===== config.mk =====
export PLATFORM = sky130hd
export DESIGN_NAME = useq_core
export DESIGN_NICKNAME = d
export VERILOG_FILES = /design/src/rtl/useq_pkg.sv /design/src/rtl/useq_dispatch.sv /design/src/rtl/useq_lane.sv /design/src/rtl/useq_core.sv
export SDC_FILE = /design/constraint.sdc
export NUM_CORES = 1
export LEC_CHECK = 0
export BUFFER_PORTS_ARGS = -buffer_cell sky130_fd_sc_hd__buf_2
export CELL_PAD_IN_SITES_DETAIL_PLACEMENT = 2
export CELL_PAD_IN_SITES_GLOBAL_PLACEMENT = 2
export CORE_MARGIN = 2
export CORE_UTILIZATION = 32
export DETAILED_ROUTE_END_ITERATION = 12
export GPL_TIMING_DRIVEN = 0
export PLACE_DENSITY = 0.95
export SYNTH_ARGS = -nofsm -noshare
export SYNTH_HDL_FRONTEND = slang
export SYNTH_HIERARCHICAL = 1
export SYNTH_SLANG_ARGS = --single-unit

===== constraint.sdc =====
create_clock -name clk -period 2.36 [get_ports clk]
set_input_delay 0.472 -clock clk [delete_from_list [all_inputs] [get_ports clk]]
set_output_delay 0.472 -clock clk [all_outputs]
set_load 0.03 [all_outputs]

===== src/rtl/useq_pkg.sv =====
package useq_pkg;
    localparam int UPC_W  = 9;
    localparam int UW_W   = 48;
    localparam int NCOND  = 8;
    localparam int CSEL_W = $clog2(NCOND);
    localparam int NSLOT  = 3;

    localparam int F_NEXT = 0;
    localparam int F_OP   = F_NEXT + UPC_W;
    localparam int F_BEN  = F_OP + 2;
    localparam int F_CSEL = F_BEN + NSLOT;
    localparam int F_PAR  = UW_W - 1;

    typedef enum logic [1:0] {
        OP_SEQ  = 2'd0,
        OP_JUMP = 2'd1,
        OP_CALL = 2'd2,
        OP_RET  = 2'd3
    } uop_e;

    typedef struct packed {
        logic [UPC_W-1:0] upc;
        logic [UPC_W-1:0] ret;
        logic [NSLOT-1:0] pend;
        logic             perr;
    } lane_st_t;
endpackage


===== src/rtl/useq_dispatch.sv =====
module useq_dispatch
    import useq_pkg::*;
#(
    parameter int               OP_W      = 6,
    parameter int               FMT_W     = 2,
    parameter logic [UPC_W-1:0] DISP_BASE = 9'h100
) (
    input  logic [OP_W-1:0]  opcode_i,
    output logic [UPC_W-1:0] addr_o,
    output logic [FMT_W-1:0] fmt_o
);
    localparam int OFF_W = OP_W + 2;

    logic [OFF_W-1:0] off;

    always_comb begin
        off    = {opcode_i, 2'b00};
        addr_o = DISP_BASE + UPC_W'(off);
        fmt_o  = opcode_i[OP_W-1 -: FMT_W];
    end
endmodule


===== src/rtl/useq_lane.sv =====
module useq_lane
    import useq_pkg::*;
#(
    parameter logic [UPC_W-1:0] PERR_ADDR = 9'h0F8,
    parameter logic [UPC_W-1:0] DIAG_ADDR = 9'h0E0
) (
    input  logic             clk,
    input  logic             rst_n,
    input  logic             flush_i,
    input  logic             trap_i,
    input  logic [UPC_W-1:0] trap_vec_i,
    input  logic             diag_i,
    input  logic             start_i,
    input  logic [UPC_W-1:0] disp_addr_i,
    input  logic [NCOND-1:0] cond_i,
    input  logic [UW_W-1:0]  uword_i,
    output logic [UPC_W-1:0] upc_o,
    output logic             perr_o
);
    lane_st_t         st_d, st_q;
    logic             par_bad;
    uop_e             op;
    logic [UPC_W-1:0] nxt;
    logic [NSLOT-1:0] hit;
    logic [UPC_W-1:0] link;

    always_comb begin
        par_bad = ^uword_i;
        op      = uop_e'(uword_i[F_OP +: 2]);
        nxt     = uword_i[F_NEXT +: UPC_W];
        link    = st_q.upc + UPC_W'(1);
        for (int i = 0; i < NSLOT; i++) begin
            hit[i] = uword_i[F_BEN + i] & cond_i[uword_i[F_CSEL + CSEL_W*i +: CSEL_W]];
        end

        st_d = st_q;
        if (flush_i) begin
            st_d.upc  = '0;
            st_d.ret  = '0;
            st_d.pend = '0;
        end else if (par_bad) begin
            st_d.upc  = PERR_ADDR;
            st_d.perr = 1'b1;
            st_d.pend = '0;
        end else begin
            st_d.pend = hit;
            if (trap_i) begin
                st_d.upc = trap_vec_i;
            end else if (diag_i) begin
                st_d.upc = DIAG_ADDR;
            end else if (start_i) begin
                st_d.upc = disp_addr_i;
            end else begin
                unique case (op)
                    OP_RET:  st_d.upc = st_q.ret;
                    OP_CALL: begin
                        st_d.upc = nxt;
                        st_d.ret = link;
                    end
                    OP_JUMP: st_d.upc = nxt;
                    default: st_d.upc = nxt | UPC_W'(st_q.pend);
                endcase
            end
        end
    end

    always_ff @(posedge clk or negedge rst_n) begin
        if (!rst_n) st_q <= '0;
        else        st_q <= st_d;
    end

    assign upc_o  = st_q.upc;
    assign perr_o = st_q.perr;

    logic quiet;
    assign quiet = !flush_i && !par_bad && !trap_i && !diag_i && !start_i;

    a_r2_flush_idle: assert property (@(posedge clk) disable iff (!rst_n)
        flush_i |=> (st_q.upc == '0) && (st_q.pend == '0));
    a_r3_perr_entry: assert property (@(posedge clk) disable iff (!rst_n)
        (!flush_i && par_bad) |=> (st_q.upc == PERR_ADDR) && st_q.perr);
    a_r3_perr_sticky: assert property (@(posedge clk) disable iff (!rst_n)
        st_q.perr |=> st_q.perr);
    a_r4_trap_vec: assert property (@(posedge clk) disable iff (!rst_n)
        (!flush_i && !par_bad && trap_i) |=> st_q.upc == $past(trap_vec_i));
    a_r7_return: assert property (@(posedge clk) disable iff (!rst_n)
        (quiet && op == OP_RET) |=> st_q.upc == $past(st_q.ret));
    a_r8_call_link: assert property (@(posedge clk) disable iff (!rst_n)
        (quiet && op == OP_CALL) |=> st_q.ret == $past(st_q.upc) + UPC_W'(1));
    a_r10_high_bits: assert property (@(posedge clk) disable iff (!rst_n)
        (quiet && op == OP_SEQ) |=> st_q.upc[UPC_W-1:NSLOT] == $past(nxt[UPC_W-1:NSLOT]));
endmodule


===== src/rtl/useq_core.sv =====
module useq_core
    import useq_pkg::*;
#(
    parameter int               NSEQ      = 2,
    parameter int               OP_W      = 6,
    parameter int               FMT_W     = 2,
    parameter logic [UPC_W-1:0] DISP_BASE = 9'h100,
    parameter logic [UPC_W-1:0] PERR_ADDR = 9'h0F8,
    parameter logic [UPC_W-1:0] DIAG_ADDR = 9'h0E0
) (
    input  logic                  clk,
    input  logic                  rst_n,
    input  logic                  flush_i,
    input  logic                  start_i,
    input  logic [OP_W-1:0]       opcode_i,
    input  logic                  trap_i,
    input  logic [UPC_W-1:0]      trap_vec_i,
    input  logic                  diag_i,
    input  logic [NSEQ*NCOND-1:0] cond_i,
    input  logic [NSEQ*UW_W-1:0]  uword_i,
    output logic [NSEQ*UPC_W-1:0] upc_o,
    output logic [FMT_W-1:0]      fmt_o,
    output logic [NSEQ-1:0]       perr_o
);
    logic [UPC_W-1:0] disp_addr;
    logic [FMT_W-1:0] disp_fmt;
    logic [FMT_W-1:0] fmt_d, fmt_q;
    logic             disp_win;

    useq_dispatch #(
        .OP_W     (OP_W),
        .FMT_W    (FMT_W),
        .DISP_BASE(DISP_BASE)
    ) u_disp (
        .opcode_i(opcode_i),
        .addr_o  (disp_addr),
        .fmt_o   (disp_fmt)
    );

    always_comb begin
        disp_win = start_i && !flush_i && !trap_i && !diag_i;
        fmt_d    = fmt_q;
        if (flush_i)       fmt_d = '0;
        else if (disp_win) fmt_d = disp_fmt;
    end

    always_ff @(posedge clk or negedge rst_n) begin
        if (!rst_n) fmt_q <= '0;
        else        fmt_q <= fmt_d;
    end

    assign fmt_o = fmt_q;

    for (genvar g = 0; g < NSEQ; g++) begin : g_lane
        useq_lane #(
            .PERR_ADDR(PERR_ADDR),
            .DIAG_ADDR(DIAG_ADDR)
        ) u_lane (
            .clk        (clk),
            .rst_n      (rst_n),
            .flush_i    (flush_i),
            .trap_i     (trap_i),
            .trap_vec_i (trap_vec_i),
            .diag_i     (diag_i),
            .start_i    (start_i),
            .disp_addr_i(disp_addr),
            .cond_i     (cond_i[g*NCOND +: NCOND]),
            .uword_i    (uword_i[g*UW_W +: UW_W]),
            .upc_o      (upc_o[g*UPC_W +: UPC_W]),
            .perr_o     (perr_o[g])
        );
    end

    a_r6_fmt_load: assert property (@(posedge clk) disable iff (!rst_n)
        disp_win |=> fmt_q == $past(opcode_i[OP_W-1 -: FMT_W]));
    a_r2_fmt_clear: assert property (@(posedge clk) disable iff (!rst_n)
        flush_i |=> fmt_q == '0);
endmodule


# Yosys cells after proc, flatten, opt, wreduce, memory -nomap -nowiden
# Index checks and enable logic that the tools add are counted.
totals:
  register_bits: 46
  in_bits: 133
  out_inout_bits: 22
  word_cells: 93
classes:
  n_addsub: 3
  order_cmp: 6
  eq_ne: 11
  n_mux: 38
  bitwise: 9
  reduce_logical: 17
ops:
  columns: ["cell", "n"]
  rows:
  - ["9-bit two-way mux", 18]
  - ["48-bit XOR reduction", 2]
  - ["21-bit two-way mux", 2]
  - ["9-bit case mux with 2 select lines", 2]
  - ["3-bit by 4-bit less-than comparator with 1-bit output, second input constant", 6]
  - ["9-bit by 1-bit adder with 9-bit output, second input constant", 2]
  - ["1-bit binary-select mux with 3-bit select", 6]
  - ["9-bit by 3-bit bitwise OR with 9-bit output", 2]
  - ["2-bit != test, second input constant", 5]
  - ["5-bit AND reduction", 2]
  - ["9-bit by 8-bit adder with 9-bit output, first input constant", 1]
  - ["2-bit == test, second input constant", 4]
  - ["1-bit bitwise AND", 6]
  - ["1-bit two-way mux", 6]
  - ["3-bit two-way mux", 2]
  - ["2-bit nonzero test", 3]
  - ["2-bit by 1-bit == test with 1-bit output, second input constant", 2]
  - ["2-bit two-way mux", 2]
  - ["2-bit AND reduction", 2]
  - ["2-bit OR reduction", 2]
  - ["1-bit logical AND", 3]
  - ["1-bit logical NOT", 3]
  - ["1-bit inverter", 1]

# Logic depth before layout (Yosys ltp)
logic_depth:
  word_depth: 8
  mapped_depth: 9
  depth_no_buf: 8

# By module
# Netlist, hierarchy kept.
modules_own_cells:
  columns: ["mod", "n_inst", "cells_each", "area_per_inst_um2"]
  rows:
  - ["useq_lane (g_lane[0].u_lane)", 1, 203, 1954.4]
  - ["useq_lane (g_lane[1].u_lane)", 1, 204, 1950.6]
  - ["useq_core", 1, 9, 113.9]
  - ["useq_dispatch", 1, 13, 90.1]

# Worst setup path before layout
# Ideal clock, no wire load.
synth_path:
  path_type: "in2reg"
  from: "input uword_i[33]"
  to: "register g_lane[0].u_lane/st_q[10] in the netlist's numbering"
  arrival_time_ns: 2.102
  setup_slack_ns: 0.133
  cell_stages: 7
  path_buffers: 0
  cell_sequence: "xor2_1 > xnor2_1 > xnor2_1 > xnor2_1 > xnor3_2 > nand4b_4 > mux2_2"
synth_via:
  elab_chain_len: 3
synth_lines:
  columns: ["element", "line", "rtl"]
  rows:
  - ["start: declaration", "useq_core.sv:20", "input logic [NSEQ*UW_W-1:0] uword_i,"]
  - ["48-bit XOR reduction", "useq_lane.sv:28", "par_bad = ^uword_i;"]
  - ["2-bit != test (no line)", null, null]
  - ["5-bit AND reduction (no line)", null, null]
  - ["end signal: assignment", "useq_lane.sv:69", "else st_q <= st_d;"]
  - ["end: declaration", "useq_lane.sv:20", "lane_st_t st_d, st_q;"]
# Every way passes these cells.
# A chain may end at the register's enable or synchronous reset.

# Final worst setup path
layout_path:
  from: "input uword_i[6]"
  to: "register g_lane[0].u_lane/st_q[12] in the netlist's numbering"
# Same word-level chain as after synthesis.

==> summary.md <==
| Metric | Value |
|---|---|
| Fraction of the yosys area taken by sequential cells | `28.01%` |
| CP endpoint kind | `register` |
| # nets final | `729` |
| Final hold viol count | `0` |
| Total CTS buffers | `5` |
| Post-Syn Instances | `429` |
| Non-Filler Instances | `761` |
| CTS tree | `yes` |
| Sink Count | `46` |
| PD cells | `864.9 mW/mm^2` |
| CP required | `2530 ps` |
| Die ar. | `0.01376 mm^2` |
| Initial core utilization | `32.69%` |
| Htree depth | `2` |
| Clk buf depth | `2` |
| Syn_area_per_cell | `9.578 um^2` |
| Post-synth top area share | `28.01%` |
| First-pass GRT wire length | `25,770 um` |
| Max Cap Viol | `0` |
| Worst-Margin Slew | `1192 ps` |
| Adder-Cell Fraction of Synth Area | `2.436%` |
| Post-DP HPWL | `12,560 um` |
| Ant diodes | `0` |
| Slew HR | `20.54%` |
| Data arrival, critical path | `2470 ps` |
| Antenna-violating nets left | `0` |
| Vias | `4,003` |
| Synth warnings | `6` |
| # placed instances | `750` |
| Area growth syn-to-layout | `28.90%` |
| Reg2reg path depth | `7` |
| Mux cell area share after synthesis | `13.40%` |
| Period utilization | `97.17%` |
| Largest family of logic cells by synthesized area | `XOR/XNOR gates` |
| Clock-pin slew on the worst setup and hold paths | `70 ps` |
| P_int | `0.002501 W` |
| Clk_lat worst skew | `290 ps` |
| I/O Pins | `155` |
| Commonest non-fill, non-tap cell in the layout | `buf_2` |
| Core ar. | `0.01257 mm^2` |
| Largest net degree at the start of global routing | `47` |
| CTS Root Cell | `clkbuf_16` |
| Sw Ratio | `45.41%` |
| CP Class | `in -> reg` |
| Post-synthesis cell type count | `34` |
| Most frequent cells in the layout | `148 x buf_2, 80 x xnor2_1, 46 x dfrtp_1` |
| Reg-to-reg setup timing slack | `510 ps` |
| Antenna violations before repair | `0` |
| Netlist Area Pre-Place | `0.004109 mm^2` |
| Simple-gate share of the synthesized area | `13.92%` |
| Cell taking the most area after synthesis | `dfrtp_1` |
| Critical Path Source Type | `input port` |
| Post-synthesis compound-gate area fraction | `12.36%` |
| IO buf count | `148` |
| Xor and xnor area share after synthesis | `22.47%` |
| Router iterations before antenna repair | `4` |
| Routed WL | `16,830 um` |
| Sequential Power Share | `26.6%` |
| All-Layer GR Usage | `23.94%` |
| Peak VDD IR | `0.0004340 V` |
| Die span in x | `117.3 um` |
| FP Rows | `41` |
| Outcome | `complete, no violations` |
| Layout cells sized above 1 | `38.54%` |
| Post-synthesis register bit count | `46` |
| Post-CTS Hold Fix Bufs | `0` |
| Vias in the first global route | `4,615` |
| Clk_skew | `3.279 ps` |
| Die Span Y | `117.3 um` |
| NetSw | `0.002080 W` |
| Final min period | `2293 ps` |
| Ranking of synthesized cells by area | `dfrtp_1 28%, xnor2_1 18%, mux4_2 6.6%` |
| Comb power frac | `57.2%` |
| GRT Residual Overflow | `0` |
| Worst R2R Start | `g_lane[0].u_lane/upc_o[0]$_DFF_PN0_` |
| Clk pwr share | `16.3%` |
| Starting DRT DRC Count | `155` |
| DR WL/cell | `22.11 um` |
| Final GP Congestion | `0.8833` |
| Post-route setup TNS | `0 ps` |
| Hold Path Class | `in -> async` |
| Maximum clock frequency | `0.4361 GHz` |
| Drt drc | `0` |
| Via/cell ratio | `5.260` |
| Max Transition Viols Final | `0` |
| Worst r2r dst | `g_lane[0].u_lane/st_q[12]$_DFFE_PN0P_` |
| LEAKAGE | `2.462 nW` |
| Final setup viols | `0` |
| CP Max Fanout | `5` |
per-stage QoR:
stage          hold slack [ps]  area (um^2)  utilization (%)  total power, W  setup WS (ps)
2_1_floorplan            176.4         4113                -        0.002798          133.0
5_1_grt                  459.8         5296            42.14        0.004794         -13.60
4_1_cts                  430.5         5246            41.74        0.004439          27.01
3_5_place_dp             467.2         5069            40.33        0.003586         -361.0
3_3_place_gp             459.4         5069            40.33        0.003427         -203.9
6_report                 415.1         5296            42.14        0.004581          66.90
state kept, by name, indices dropped and copies added (netlist names):
register,flops
g_lane.u_lane/perr_o,2
g_lane.u_lane/upc_o,18
g_lane.u_lane/st_q,24
fmt_o,2
power by group through the flow:
stage          Sequential, W  Combinational (W)  Clock (W)
3_3_place_gp         0.00119            0.00224          0
4_1_cts              0.00121            0.00249   0.000748
2_1_floorplan        0.00113            0.00167          0
5_1_grt              0.00124            0.00277   0.000780
3_5_place_dp         0.00121            0.00238          0
6_report             0.00122            0.00262   0.000746
worst max-delay path, cell delays in order:
cell and delay, ps:
buf_2 150, xnor2_4 240, xnor2_2 150, xnor2_1 150, xnor2_1 170, xnor3_2 560
nand4b_4 190, mux2_2 380
Yosys cell counts:
cell       instances
ha_1               8
buf_1              3
nor2b_1           19
nand4b_4           2
mux4_2            12
xnor2_1           84
buf_4             29
nor3b_1            6
nand2_1           16
dfrtp_1           46
a211oi_1           5
nand3_1            8
o21ai_0           17
inv_1              6
clkbuf_1          12
a221oi_1           6
a2111oi_0          1
o21bai_1           2
a21oi_1           22
nand4_1            2
nor3b_4            1
a22oi_1           18
xor2_1            16
conb_1             2
or2_0              1
mux2i_1           10
or2_2              3
nand2b_1          10
nor2_1            31
or3_1              4
o22ai_1            6
a2bb2oi_1          3
xnor3_2            2
mux2_2            16
how the worst max path moves through the flow:
| stage | from | slack (ps) | to |
|---|---|---|---|
| floorplan | uword_i[33] | 130 | g_lane[0].u_lane/st_q[10]$_DFFE_PN0P_ |
| global placement | uword_i[6] | -200 | g_lane[0].u_lane/st_q[4]$_DFFE_PN0P_ |
| detailed placement | uword_i[94] | -360 | g_lane[1].u_lane/st_q[6]$_DFFE_PN0P_ |
| CTS | uword_i[1] | 30 | g_lane[0].u_lane/st_q[11]$_DFFE_PN0P_ |
| global route | uword_i[9] | -10 | g_lane[0].u_lane/upc_o[3]$_DFF_PN0_ |
| finish | uword_i[6] | 70 | g_lane[0].u_lane/st_q[12]$_DFFE_PN0P_ |
cell families (layout without fill, tap and decap cells):
| logic type | after synthesis | after routing |
|---|---|---|
| compound gates | 80 | 80 |
| xor+xnor | 102 | 102 |
| fa+ha+maj | 8 | 8 |
| buf+inv | 50 | 208 |
| flops | 46 | 46 |
| mux | 38 | 38 |
| other cells | 2 | 3 |
| simple gates | 103 | 104 |
final cells by class:
cell class	count	area [um^2]
Clock inverter	1	5.005
Inverter	6	22.52
Sequential cell	46	1151
Buffer	44	274.0
Timing Repair Buffer	150	755.7
Clock buffer	7	142.6
Multi-Input combinational cell	335	2730
Fill cell	1363	7272
Tap cell	172	215.2
layer usage:
metal  vias to the layer above  part of all wire (%)  GRT usage [%]  wire length, um
met1                      2027                    38          26.79             6406
met2                       149                    54          45.25             9096
met3                        35                   4.4          3.794              747
met5                         -                     0              0                0
met4                         0                   3.4          9.111              578
li1                       1792                     -              -                -
what timing repair did:
action,4_1_cts,5_1_grt
pin swaps,1,2
gates resized for setup,3,3
setup endpoints to repair,13,9
setup buffers,1,1
cloned,0,1
(Power assumes the default switching activity.)
